$ cat src/rtl/wdog_pkg.sv
// Package: shared types and helpers for the heartbeat watchdog.
// Assumes: nothing beyond IEEE 1800-2017 elaboration-time functions.
package wdog_pkg;

    // Reasons that clear the watchdog timer on a clock edge.
    typedef struct packed {
        logic sys_rst;     // system reset asserted
        logic low_supply;  // supply below threshold
        logic idle;        // heartbeat line not driven
        logic beat_edge;   // synchronized heartbeat transition
    } clr_src_t;

    // Width needed to count 0 .. limit-1.
    function automatic int cnt_width(input int limit);
        return (limit < 2) ? 1 : $clog2(limit);
    endfunction

endpackage

$ cat src/rtl/wdog_beat_sync.sv
// Module: wdog_beat_sync
// Brings the asynchronous heartbeat into the clock domain through
// SYNC_STAGES flops. It adds one delayed copy and flags a transition
// whenever the last two stages differ.
// Assumes: SYNC_STAGES >= 2, and rst_n is synchronous to clk.
module wdog_beat_sync #(
    parameter int SYNC_STAGES = 2
) (
    input  logic clk,
    input  logic rst_n,
    input  logic beat_raw,
    output logic beat_edge
);
    localparam int CHAIN_W = SYNC_STAGES + 1;

    logic [CHAIN_W-1:0] chain;

    // Shift the heartbeat through the synchronizer and the delay stage.
    always_ff @(posedge clk) begin
        if (!rst_n) begin
            chain <= '0;
        end else begin
            chain <= {chain[CHAIN_W-2:0], beat_raw};
        end
    end

    // A transition is present when the synchronized value differs from its delayed copy.
    assign beat_edge = chain[CHAIN_W-1] ^ chain[CHAIN_W-2];

endmodule

$ cat src/rtl/wdog_counter.sv
// Module: wdog_counter
// Counts clock edges since the last clear. It sets a sticky expiry flag
// on the edge where the count would reach TIMEOUT_CYC. Any clear source
// zeroes both the count and the flag.
// Assumes: TIMEOUT_CYC >= 1, and rst_n is synchronous to clk.
module wdog_counter
    import wdog_pkg::*;
#(
    parameter int TIMEOUT_CYC = 1000000
) (
    input  logic     clk,
    input  logic     rst_n,
    input  clr_src_t clr,
    output logic     expired
);
    localparam int            CW   = cnt_width(TIMEOUT_CYC);
    localparam logic [CW-1:0] LAST = CW'(TIMEOUT_CYC - 1);

    logic [CW-1:0] cnt;
    logic          clear;

    // Any active clear source restarts the period.
    assign clear = |clr;

    // Advance the timer, latch expiry at the terminal count, restart on clear.
    always_ff @(posedge clk) begin
        if (!rst_n || clear) begin
            cnt     <= '0;
            expired <= 1'b0;
        end else if (!expired) begin
            if (cnt == LAST) begin
                expired <= 1'b1;
            end else begin
                cnt <= cnt + CW'(1);
            end
        end
    end


    count_step_chk: assert property (@(posedge clk) disable iff (!rst_n)
        (!clear && !expired && cnt != LAST) |=> (cnt == $past(cnt) + CW'(1)));


    expire_point_chk: assert property (@(posedge clk) disable iff (!rst_n)
        (!clear && !expired && cnt == LAST) |=> expired);


    expire_hold_chk: assert property (@(posedge clk) disable iff (!rst_n)
        (expired && !clear) |=> (expired && $stable(cnt)));


    clear_restart_chk: assert property (@(posedge clk) disable iff (!rst_n)
        clear |=> (cnt == '0 && !expired));

endmodule

$ cat src/rtl/wdog_outctl.sv
// Module: wdog_outctl
// Forms the active-low alarm. Low supply wins and pulls it low. A
// disabled watchdog keeps it high. Otherwise it follows the expiry flag.
// Assumes: all inputs are in the clk domain or are quasi-static levels.
module wdog_outctl (
    input  logic expired,
    input  logic beat_en,
    input  logic supply_low,
    output logic wdt_out_n
);
    // Combine the three conditions without any clock delay.
    always_comb begin
        if (supply_low) begin
            wdt_out_n = 1'b0;
        end else if (!beat_en) begin
            wdt_out_n = 1'b1;
        end else begin
            wdt_out_n = !expired;
        end
    end

endmodule

$ cat src/rtl/wdog_heartbeat_mon.sv
// Module: wdog_heartbeat_mon (top)
// Heartbeat watchdog. It synchronizes the heartbeat and clears a timer
// on every transition or external clear condition. It raises an
// active-low alarm when TIMEOUT_CYC edges pass without a clear.
// Assumes: rst_n is synchronous, and sys_rst_act, supply_low and beat_en
// are clk-domain levels.
module wdog_heartbeat_mon
    import wdog_pkg::*;
#(
    parameter int TIMEOUT_CYC = 1000000,
    parameter int SYNC_STAGES = 2
) (
    input  logic clk,
    input  logic rst_n,
    input  logic beat_in,
    input  logic beat_en,
    input  logic sys_rst_act,
    input  logic supply_low,
    output logic wdt_out_n
);
    logic     beat_edge;
    logic     expired;
    clr_src_t clr;

    wdog_beat_sync #(.SYNC_STAGES(SYNC_STAGES)) u_sync (
        .clk       (clk),
        .rst_n     (rst_n),
        .beat_raw  (beat_in),
        .beat_edge (beat_edge)
    );

    // Gather every condition that restarts the timing period.
    always_comb begin
        clr.sys_rst    = sys_rst_act;
        clr.low_supply = supply_low;
        clr.idle       = !beat_en;
        clr.beat_edge  = beat_edge;
    end

    wdog_counter #(.TIMEOUT_CYC(TIMEOUT_CYC)) u_cnt (
        .clk     (clk),
        .rst_n   (rst_n),
        .clr     (clr),
        .expired (expired)
    );

    wdog_outctl u_out (
        .expired    (expired),
        .beat_en    (beat_en),
        .supply_low (supply_low),
        .wdt_out_n  (wdt_out_n)
    );


    supply_force_chk: assert property (@(posedge clk) disable iff (!rst_n)
        supply_low |-> !wdt_out_n);


    disable_high_chk: assert property (@(posedge clk) disable iff (!rst_n)
        (!beat_en && !supply_low) |-> wdt_out_n);


    edge_clear_chk: assert property (@(posedge clk) disable iff (!rst_n)
        beat_edge |=> !expired);


    supply_release_chk: assert property (@(posedge clk) disable iff (!rst_n)
        ($fell(supply_low) && beat_en) |-> wdt_out_n);

endmodule

$ cat config.mk
export PLATFORM = sky130hd
export DESIGN_NAME = wdog_heartbeat_mon
export DESIGN_NICKNAME = d
export VERILOG_FILES = /design/src/rtl/wdog_pkg.sv /design/src/rtl/wdog_beat_sync.sv /design/src/rtl/wdog_counter.sv /design/src/rtl/wdog_outctl.sv /design/src/rtl/wdog_heartbeat_mon.sv
export SDC_FILE = /design/constraint.sdc
export NUM_CORES = 1
export LEC_CHECK = 0
export BUFFER_PORTS_ARGS = -buffer_cell sky130_fd_sc_hd__buf_2
export CORE_MARGIN = 2
export CORE_UTILIZATION = 55
export CTS_BUF_LIST = sky130_fd_sc_hd__clkbuf_4
export DETAILED_ROUTE_END_ITERATION = 10
export HOLD_SLACK_MARGIN = 0.06
export PLACE_DENSITY = 0.82
export SYNTH_ARGS = -nofsm -noshare
export SYNTH_HDL_FRONTEND = slang
export SYNTH_SLANG_ARGS = --single-unit
$ cat constraint.sdc
create_clock -name clk -period 1.8 [get_ports clk]
set_input_delay 0.09 -clock clk [delete_from_list [all_inputs] [get_ports clk]]
set_output_delay 0.09 -clock clk [all_outputs]
set_load 0.01 [all_outputs]
==> results.sh, run 1 <==
export IMPL_io_buffers=6
export IMPL_antenna_left=0
export IMPL_synth_flop_cell="dfxtp_1"
export IMPL_dieArea_um2=2440
export IMPL_worstReg2RegEnd="u_cnt.cnt[18]"
export IMPL_max_freq_ghz=0.581
export IMPL_cp_required_ns=2.07
export IMPL_netlist_area_um2=1130
export IMPL_rsz0062_at_grt="false"
export IMPL_finalMaxSlewViolations=0
export IMPL_maxCapViolations=0
export IMPL_htree_levels=1
export IMPL_synthArstFlopShare=0
export IMPL_fill_cells=171
export IMPL_final_core_util=0.689
export IMPL_grt_pass1_wl_mm=4.69
export IMPL_drive_gt1_frac=0.227
export IMPL_area_delta_synth_final_pct=19.2
export IMPL_ys_seq_elements=24
export IMPL_grt_max_degree=13
export IMPL_synth_cell_type_count=33
export IMPL_grt_use_total=0.248
export IMPL_synth_edff_count=0
export IMPL_post_cts_buffers=0
export IMPL_fin_cells=177
export IMPL_fin_skew_ns=0.0110
export IMPL_period_needed_ns=1.72
export IMPL_critPathMaxStageDelay_ns=0.41
export IMPL_clk_pin_slew_worst_paths_ns=0.13
export IMPL_setup_worst_path_end_class="register"
export IMPL_final_cell_mix="22 x dfxtp_1, 14 x buf_4, 12 x nand2_1"
export IMPL_synth_area_per_cell_um2=8.86
export IMPL_first_global_vias=1093
export IMPL_ys_warn_count=0
export IMPL_cp_start_kind="register"
export IMPL_final_seq_area_um2=483
export IMPL_wl_per_cell_um=14.3
export IMPL_drtPass1Iterations=4
export IMPL_cp_cell_sequence="ha_2, nand4b_4, or3_4, or4_1, a21oi_1"
export IMPL_r2r_slack_ns=0.08
export IMPL_cp_endpoint="u_cnt.cnt[18]"
export IMPL_layout_commonest_cell="dfxtp_1"
export IMPL_min_path_type="primary input to register"
export IMPL_cts_sinks=24
export IMPL_vias_per_cell=5.94
export IMPL_cts_buffer_depth=2
export IMPL_initial_core_util=0.578
export IMPL_leakage_nw=0.502
export IMPL_die_w_um=49.4
export IMPL_nNetsFinal=159
export IMPL_power_density_nw_per_um2=591
export IMPL_slowest_stage="or4_1"
export IMPL_critical_path_top_delay_family="simple AND/OR/NAND/NOR gates"
export IMPL_cts_made_buffers=3
export IMPL_drt_initial_drc_count=33
export IMPL_vias=1052
export IMPL_remaining_drc_errors=0
export IMPL_outcome="finished, final reports clean"
export IMPL_syn_inst=128
export IMPL_io_pins=7
export IMPL_synth_nets=135
export IMPL_hold_viol_final=0
export IMPL_antenna_found_initial=0
export IMPL_slew_headroom=0.616
export IMPL_dp_cells=171
export IMPL_setup_slack_ns=0.0789
export IMPL_rr_worst_depth=5
export IMPL_diodes=0
export IMPL_seq_area_frac_synth=0.424
export IMPL_gp_congestion=0.846
export IMPL_path_max_fanout=5
export IMPL_die_y_um=49.4
export IMPL_path_class="register to register"
export IMPL_cts_tree="done"
export IMPL_ir_worst_vdd_mv=0.536
export IMPL_period_share=0.956
export IMPL_overflow=0
export IMPL_wirelength_mm=2.53
export IMPL_clkLatencyLatePin_ns=0.32
export IMPL_core_area_um2=1960
export IMPL_multi_input_comb_area_um2=636
export IMPL_r2r_start="u_cnt.cnt[0]"
export IMPL_path_buf_inv=0
export IMPL_rows=16
export IMPL_place_ws_ns=-0.000796
export IMPL_crit_cells=5
export IMPL_worst_pin_slew_ns=0.574
export IMPL_finalSetupViolCount=0
export IMPL_setup_worst_path_start="u_cnt.cnt[0]"
export IMPL_cts_root_buf="clkbuf_4"
export IMPL_dp_hpwl_mm=1.90
export IMPL_worst_endpoint_arrival_ns=1.99
power by group:
| group | internal [mW] | switching (mW) |
|---|---|---|
| Clock | 0.0786 | 0.157 |
| Combinational | 0.0143 | 0.0119 |
| Sequential | 0.534 | 0.00201 |
cell type report:
cell class                      count  area share
Multi-Input combinational cell     97       0.470
Sequential cell                    24       0.357
Timing Repair Buffer               23       0.122
Tap cell                           27      0.0250
Clock buffer                        3      0.0167
Inverter                            3     0.00833
per-stage QoR:
step,power [mW],hold slack (ns),instance area (um2),setup TNS (ns)
final,0.798,0.215,1350,0
after global routing,0.824,0.225,1350,0
after CTS,0.799,0.217,1340,0
after detailed placement,0.569,0.303,1280,-0.000796
after global placement,0.568,0.308,1280,0
after floorplan,0.558,0.212,1130,0
repair_timing:
item                                    in CTS  in global routing
pin swaps                                    0                  0
hold buffers                                 3                  0
gates resized for setup                      2                  3
endpoints found under the setup margin       1                  8
hold endpoints to repair                     3                  0
how the worst min path moves through the flow:
stage / from / endpoint / slack (ns) / cells past startpoint
finish: sys_rst_act / u_cnt.cnt[0] / 0.21 / 4
global route: sys_rst_act / u_cnt.cnt[0] / 0.22 / 4
CTS: sys_rst_act / u_cnt.cnt[0] / 0.22 / 4
detailed placement: beat_in / u_sync.chain[0] / 0.30 / 2
global placement: beat_in / u_sync.chain[0] / 0.31 / 2
floorplan: rst_n / u_sync.chain[0] / 0.21 / 1
routing by layer:
| layer | vias to the layer above | share of wire | global-route usage |
|---|---|---|---|
| li1 | 514 | - | - |
| met1 | 505 | 0.42 | 0.308 |
| met2 | 28 | 0.51 | 0.432 |
| met3 | 5 | 0.044 | 0.0368 |
| met4 | 0 | 0.016 | 0.0926 |
| met5 | - | 0 | 0 |
synth_stat cells (2+ instances only):
| library cell | instances | area share |
|---|---|---|
| nor2_1 | 10 | 0.033 |
| xnor2_1 | 6 | 0.046 |
| and4_1 | 3 | 0.023 |
| a31oi_1 | 2 | 0.011 |
| inv_1 | 3 | 0.0099 |
| nand4_1 | 2 | 0.011 |
| nor4_1 | 3 | 0.017 |
| a211oi_1 | 2 | 0.013 |
| and2_1 | 4 | 0.022 |
| a21oi_1 | 8 | 0.035 |
| nand3_1 | 6 | 0.026 |
| clkbuf_1 | 2 | 0.0066 |
| dfxtp_1 | 24 | 0.42 |
| or4_1 | 4 | 0.026 |
| nand2_1 | 12 | 0.040 |
| nand4_2 | 2 | 0.022 |
| or2_2 | 2 | 0.011 |
| mux2i_1 | 3 | 0.026 |
| or3_1 | 8 | 0.044 |
| nor4b_1 | 3 | 0.023 |
| o211ai_1 | 2 | 0.013 |
| o21ai_0 | 6 | 0.026 |
flip-flops by register name, indices dropped and copies added, names as in the netlist:
signal         flops
u_cnt.expired      1
u_sync.chain       3
u_cnt.cnt         20
cells by family (layout without fill, tap and decap cells):
family | after synthesis | count (layout) | synth area share
AO/OA/AOI/OAI | 22 | 22 | 0.114
AND/OR/NAND/NOR | 64 | 64 | 0.345
multiplexers | 3 | 3 | 0.0265
buffers and inverters | 7 | 29 | 0.0254
adder cells (fa/ha/maj) | 1 | 1 | 0.0110
XOR/XNOR | 7 | 7 | 0.0541
flip-flops | 24 | 24 | 0.424
tightest hold or removal path, delay by kind of cell:
kind	cells	cell delay (ns)
simple gates	2	0.29
buf+inv	1	0.07
mux	1	0.06
Power figures use the tool's default switching activity.
==> run 2: changes to the inputs <==
--- a/config.mk
+++ b/config.mk
@@ -13,4 +13,5 @@
 export HOLD_SLACK_MARGIN = 0.06
 export PLACE_DENSITY = 0.82
+export SETUP_SLACK_MARGIN = 0.5
 export SYNTH_ARGS = -nofsm -noshare
 export SYNTH_HDL_FRONTEND = slang
==> constraint.sdc (replaced) <==
create_clock -name clk -period 1.8 [get_ports clk]
set_input_delay 0.09 -clock clk [delete_from_list [all_inputs] [get_ports clk]]
set_output_delay 0.09 -clock clk [all_outputs]
set_load 0.005 [all_outputs]
==> results.sh, run 2 (synthesis results as in run 1) <==
export IMPL_outcome="finished, final reports clean"
export IMPL_finalMaxSlewViolations=0
export IMPL_slew_headroom=0.702
export IMPL_gp_congestion=0.839
export IMPL_io_buffers=6
export IMPL_cts_buffer_depth=2
export IMPL_overflow=0
export IMPL_r2r_slack_ns=0.09
export IMPL_wirelength_mm=3.01
export IMPL_largest_reg_flops=20
export IMPL_diodes=0
export IMPL_wl_per_cell_um=16.5
export IMPL_fill_cells=133
export IMPL_path_max_fanout=8
export IMPL_fin_skew_ns=0.00403
export IMPL_cts_tree="done"
export IMPL_die_w_um=49.4
export IMPL_max_freq_ghz=0.584
export IMPL_hold_viol_final=0
export IMPL_layout_commonest_cell="buf_4"
export IMPL_setup_tns_ns=0
export IMPL_power_density_nw_per_um2=603
export IMPL_r2r_start="u_cnt.cnt[4]"
export IMPL_setup_worst_path_start="u_cnt.cnt[4]"
export IMPL_largestRegisters="u_cnt.cnt: 20 flops, u_sync.chain: 3 flops, u_cnt.expired: 1 flops"
export IMPL_slowest_stage="or4_4"
export IMPL_clk_pin_slew_worst_paths_ns=0.14
export IMPL_period_share=0.952
export IMPL_rows=16
export IMPL_cts_root_buf="clkbuf_4"
export IMPL_cp_endpoint="u_cnt.cnt[11]"
export IMPL_drt_initial_drc_count=31
export IMPL_vias=1139
export IMPL_setup_worst_path_end_class="register"
export IMPL_vias_per_cell=6.22
export IMPL_top_register="u_cnt.cnt"
export IMPL_path_class="register to register"
export IMPL_cts_made_buffers=3
export IMPL_dp_hpwl_mm=1.74
export IMPL_die_y_um=49.4
export IMPL_critPathMaxStageDelay_ns=0.59
export IMPL_remaining_drc_errors=0
export IMPL_maxCapViolations=0
export IMPL_cp_start_kind="register"
export IMPL_drive_gt1_frac=0.404
export IMPL_worst_endpoint_arrival_ns=1.98
export IMPL_cp_cell_sequence="nand2_4, or4_4, or4_4, nand2_1"
export IMPL_finalSetupViolCount=0
export IMPL_hold_slack_ns=0.245
export IMPL_path_buf_inv=0
export IMPL_ir_worst_vdd_mv=0.558
export IMPL_final_seq_area_um2=513
export IMPL_grt_use_total=0.249
export IMPL_min_path_type="primary input to register"
export IMPL_cts_sinks=24
export IMPL_rsz0062_at_grt="true"
export IMPL_worst_pin_slew_ns=0.444
export IMPL_critical_path_top_delay_family="simple AND/OR/NAND/NOR gates"
export IMPL_io_pins=7
export IMPL_dieArea_um2=2440
export IMPL_period_needed_ns=1.71
export IMPL_clkLatencyLatePin_ns=0.32
export IMPL_cp_required_ns=2.07
export IMPL_core_area_um2=1960
export IMPL_worstReg2RegEnd="u_cnt.cnt[11]"
export IMPL_antenna_found_initial=0
export IMPL_antenna_left=0
export IMPL_grt_pass1_wl_mm=4.70
export IMPL_drtPass1Iterations=4
export IMPL_final_cell_mix="15 x buf_4, 12 x nand2_1, 12 x dfxtp_1"
export IMPL_multi_input_comb_area_um2=746
export IMPL_cpMostUsedCell="or4_4"
export IMPL_rr_worst_depth=4
export IMPL_htree_levels=1
export IMPL_grt_max_degree=15
export IMPL_initial_core_util=0.578
export IMPL_leakage_nw=0.617
export IMPL_crit_cells=4
export IMPL_nNetsFinal=164
export IMPL_first_global_vias=1097
export IMPL_area_delta_synth_final_pct=38.9
==> run 2: cell count changes in the layout (fill, tap and decap cells not counted), sizes merged <==
cell    delta
bufinv     +1
buf        +5
==> run 2: power by group <==
group,total [mW],switching [mW],internal [mW]
registers,0.526,0.00174,0.524
logic,0.0283,0.0125,0.0158
clock network,0.395,0.170,0.225
total,0.949,0.184,0.765
==> run 2: worst min-delay path by stage <==
stage | start | to | slack [ns] | cells past startpoint
3_3_place_gp | beat_in | u_sync.chain[0] | 0.31 | 2
3_5_place_dp | beat_in | u_sync.chain[0] | 0.30 | 2
5_1_grt | sys_rst_act | u_cnt.cnt[5] | 0.28 | 4
6_report | sys_rst_act | u_cnt.cnt[5] | 0.25 | 4
4_1_cts | sys_rst_act | u_cnt.cnt[5] | 0.22 | 4
2_1_floorplan | supply_low | wdt_out_n | 0.21 | 1
==> run 2: per-layer routing <==
metal	track usage	vias to the layer above	wire (um)
li1	-	530	-
met1	0.291	551	1270
met2	0.428	46	1490
met3	0.0399	12	157
met4	0.144	0	96
met5	0	-	0
==> run 2: cell type report <==
class / count / share of cell area
multi-input cells: 97 / 0.474
flip-flops and latches: 24 / 0.326
repair buffers: 28 / 0.138
well taps: 27 / 0.0215
clock inverters: 1 / 0.0191
clock buffers: 3 / 0.0143
inverters: 3 / 0.00715
==> run 2: timing repair <==
action / 4_1_cts / 5_1_grt
endpoints found under the hold margin: 3 / 0
resized for setup: 5 / 18
hold buffers: 3 / 0
setup endpoints to repair: 20 / 21
pin swaps: 6 / 6
buffers inserted: 12 / 3
==> run 2: stage by stage <==
stage / cells / cell area, um2 / setup slack, ns / power, mW / util
2_1_floorplan: 128 / 1230 / 0.164 / 0.551 / -
5_1_grt: 183 / 1570 / 0.0731 / 0.974 / 0.802
4_1_cts: 180 / 1480 / 0.146 / 0.950 / 0.754
6_report: 183 / 1570 / 0.0871 / 0.949 / 0.802
3_5_place_dp: 161 / 1290 / 0.114 / 0.561 / 0.656
3_3_place_gp: 161 / 1290 / 0.177 / 0.561 / 0.656
==> run 2: worst register-to-register path: cells and delay by family (launching register included) <==
kind             cells  cell delay, ns
and+or+nand+nor      4            1.23
DFF                  1            0.43
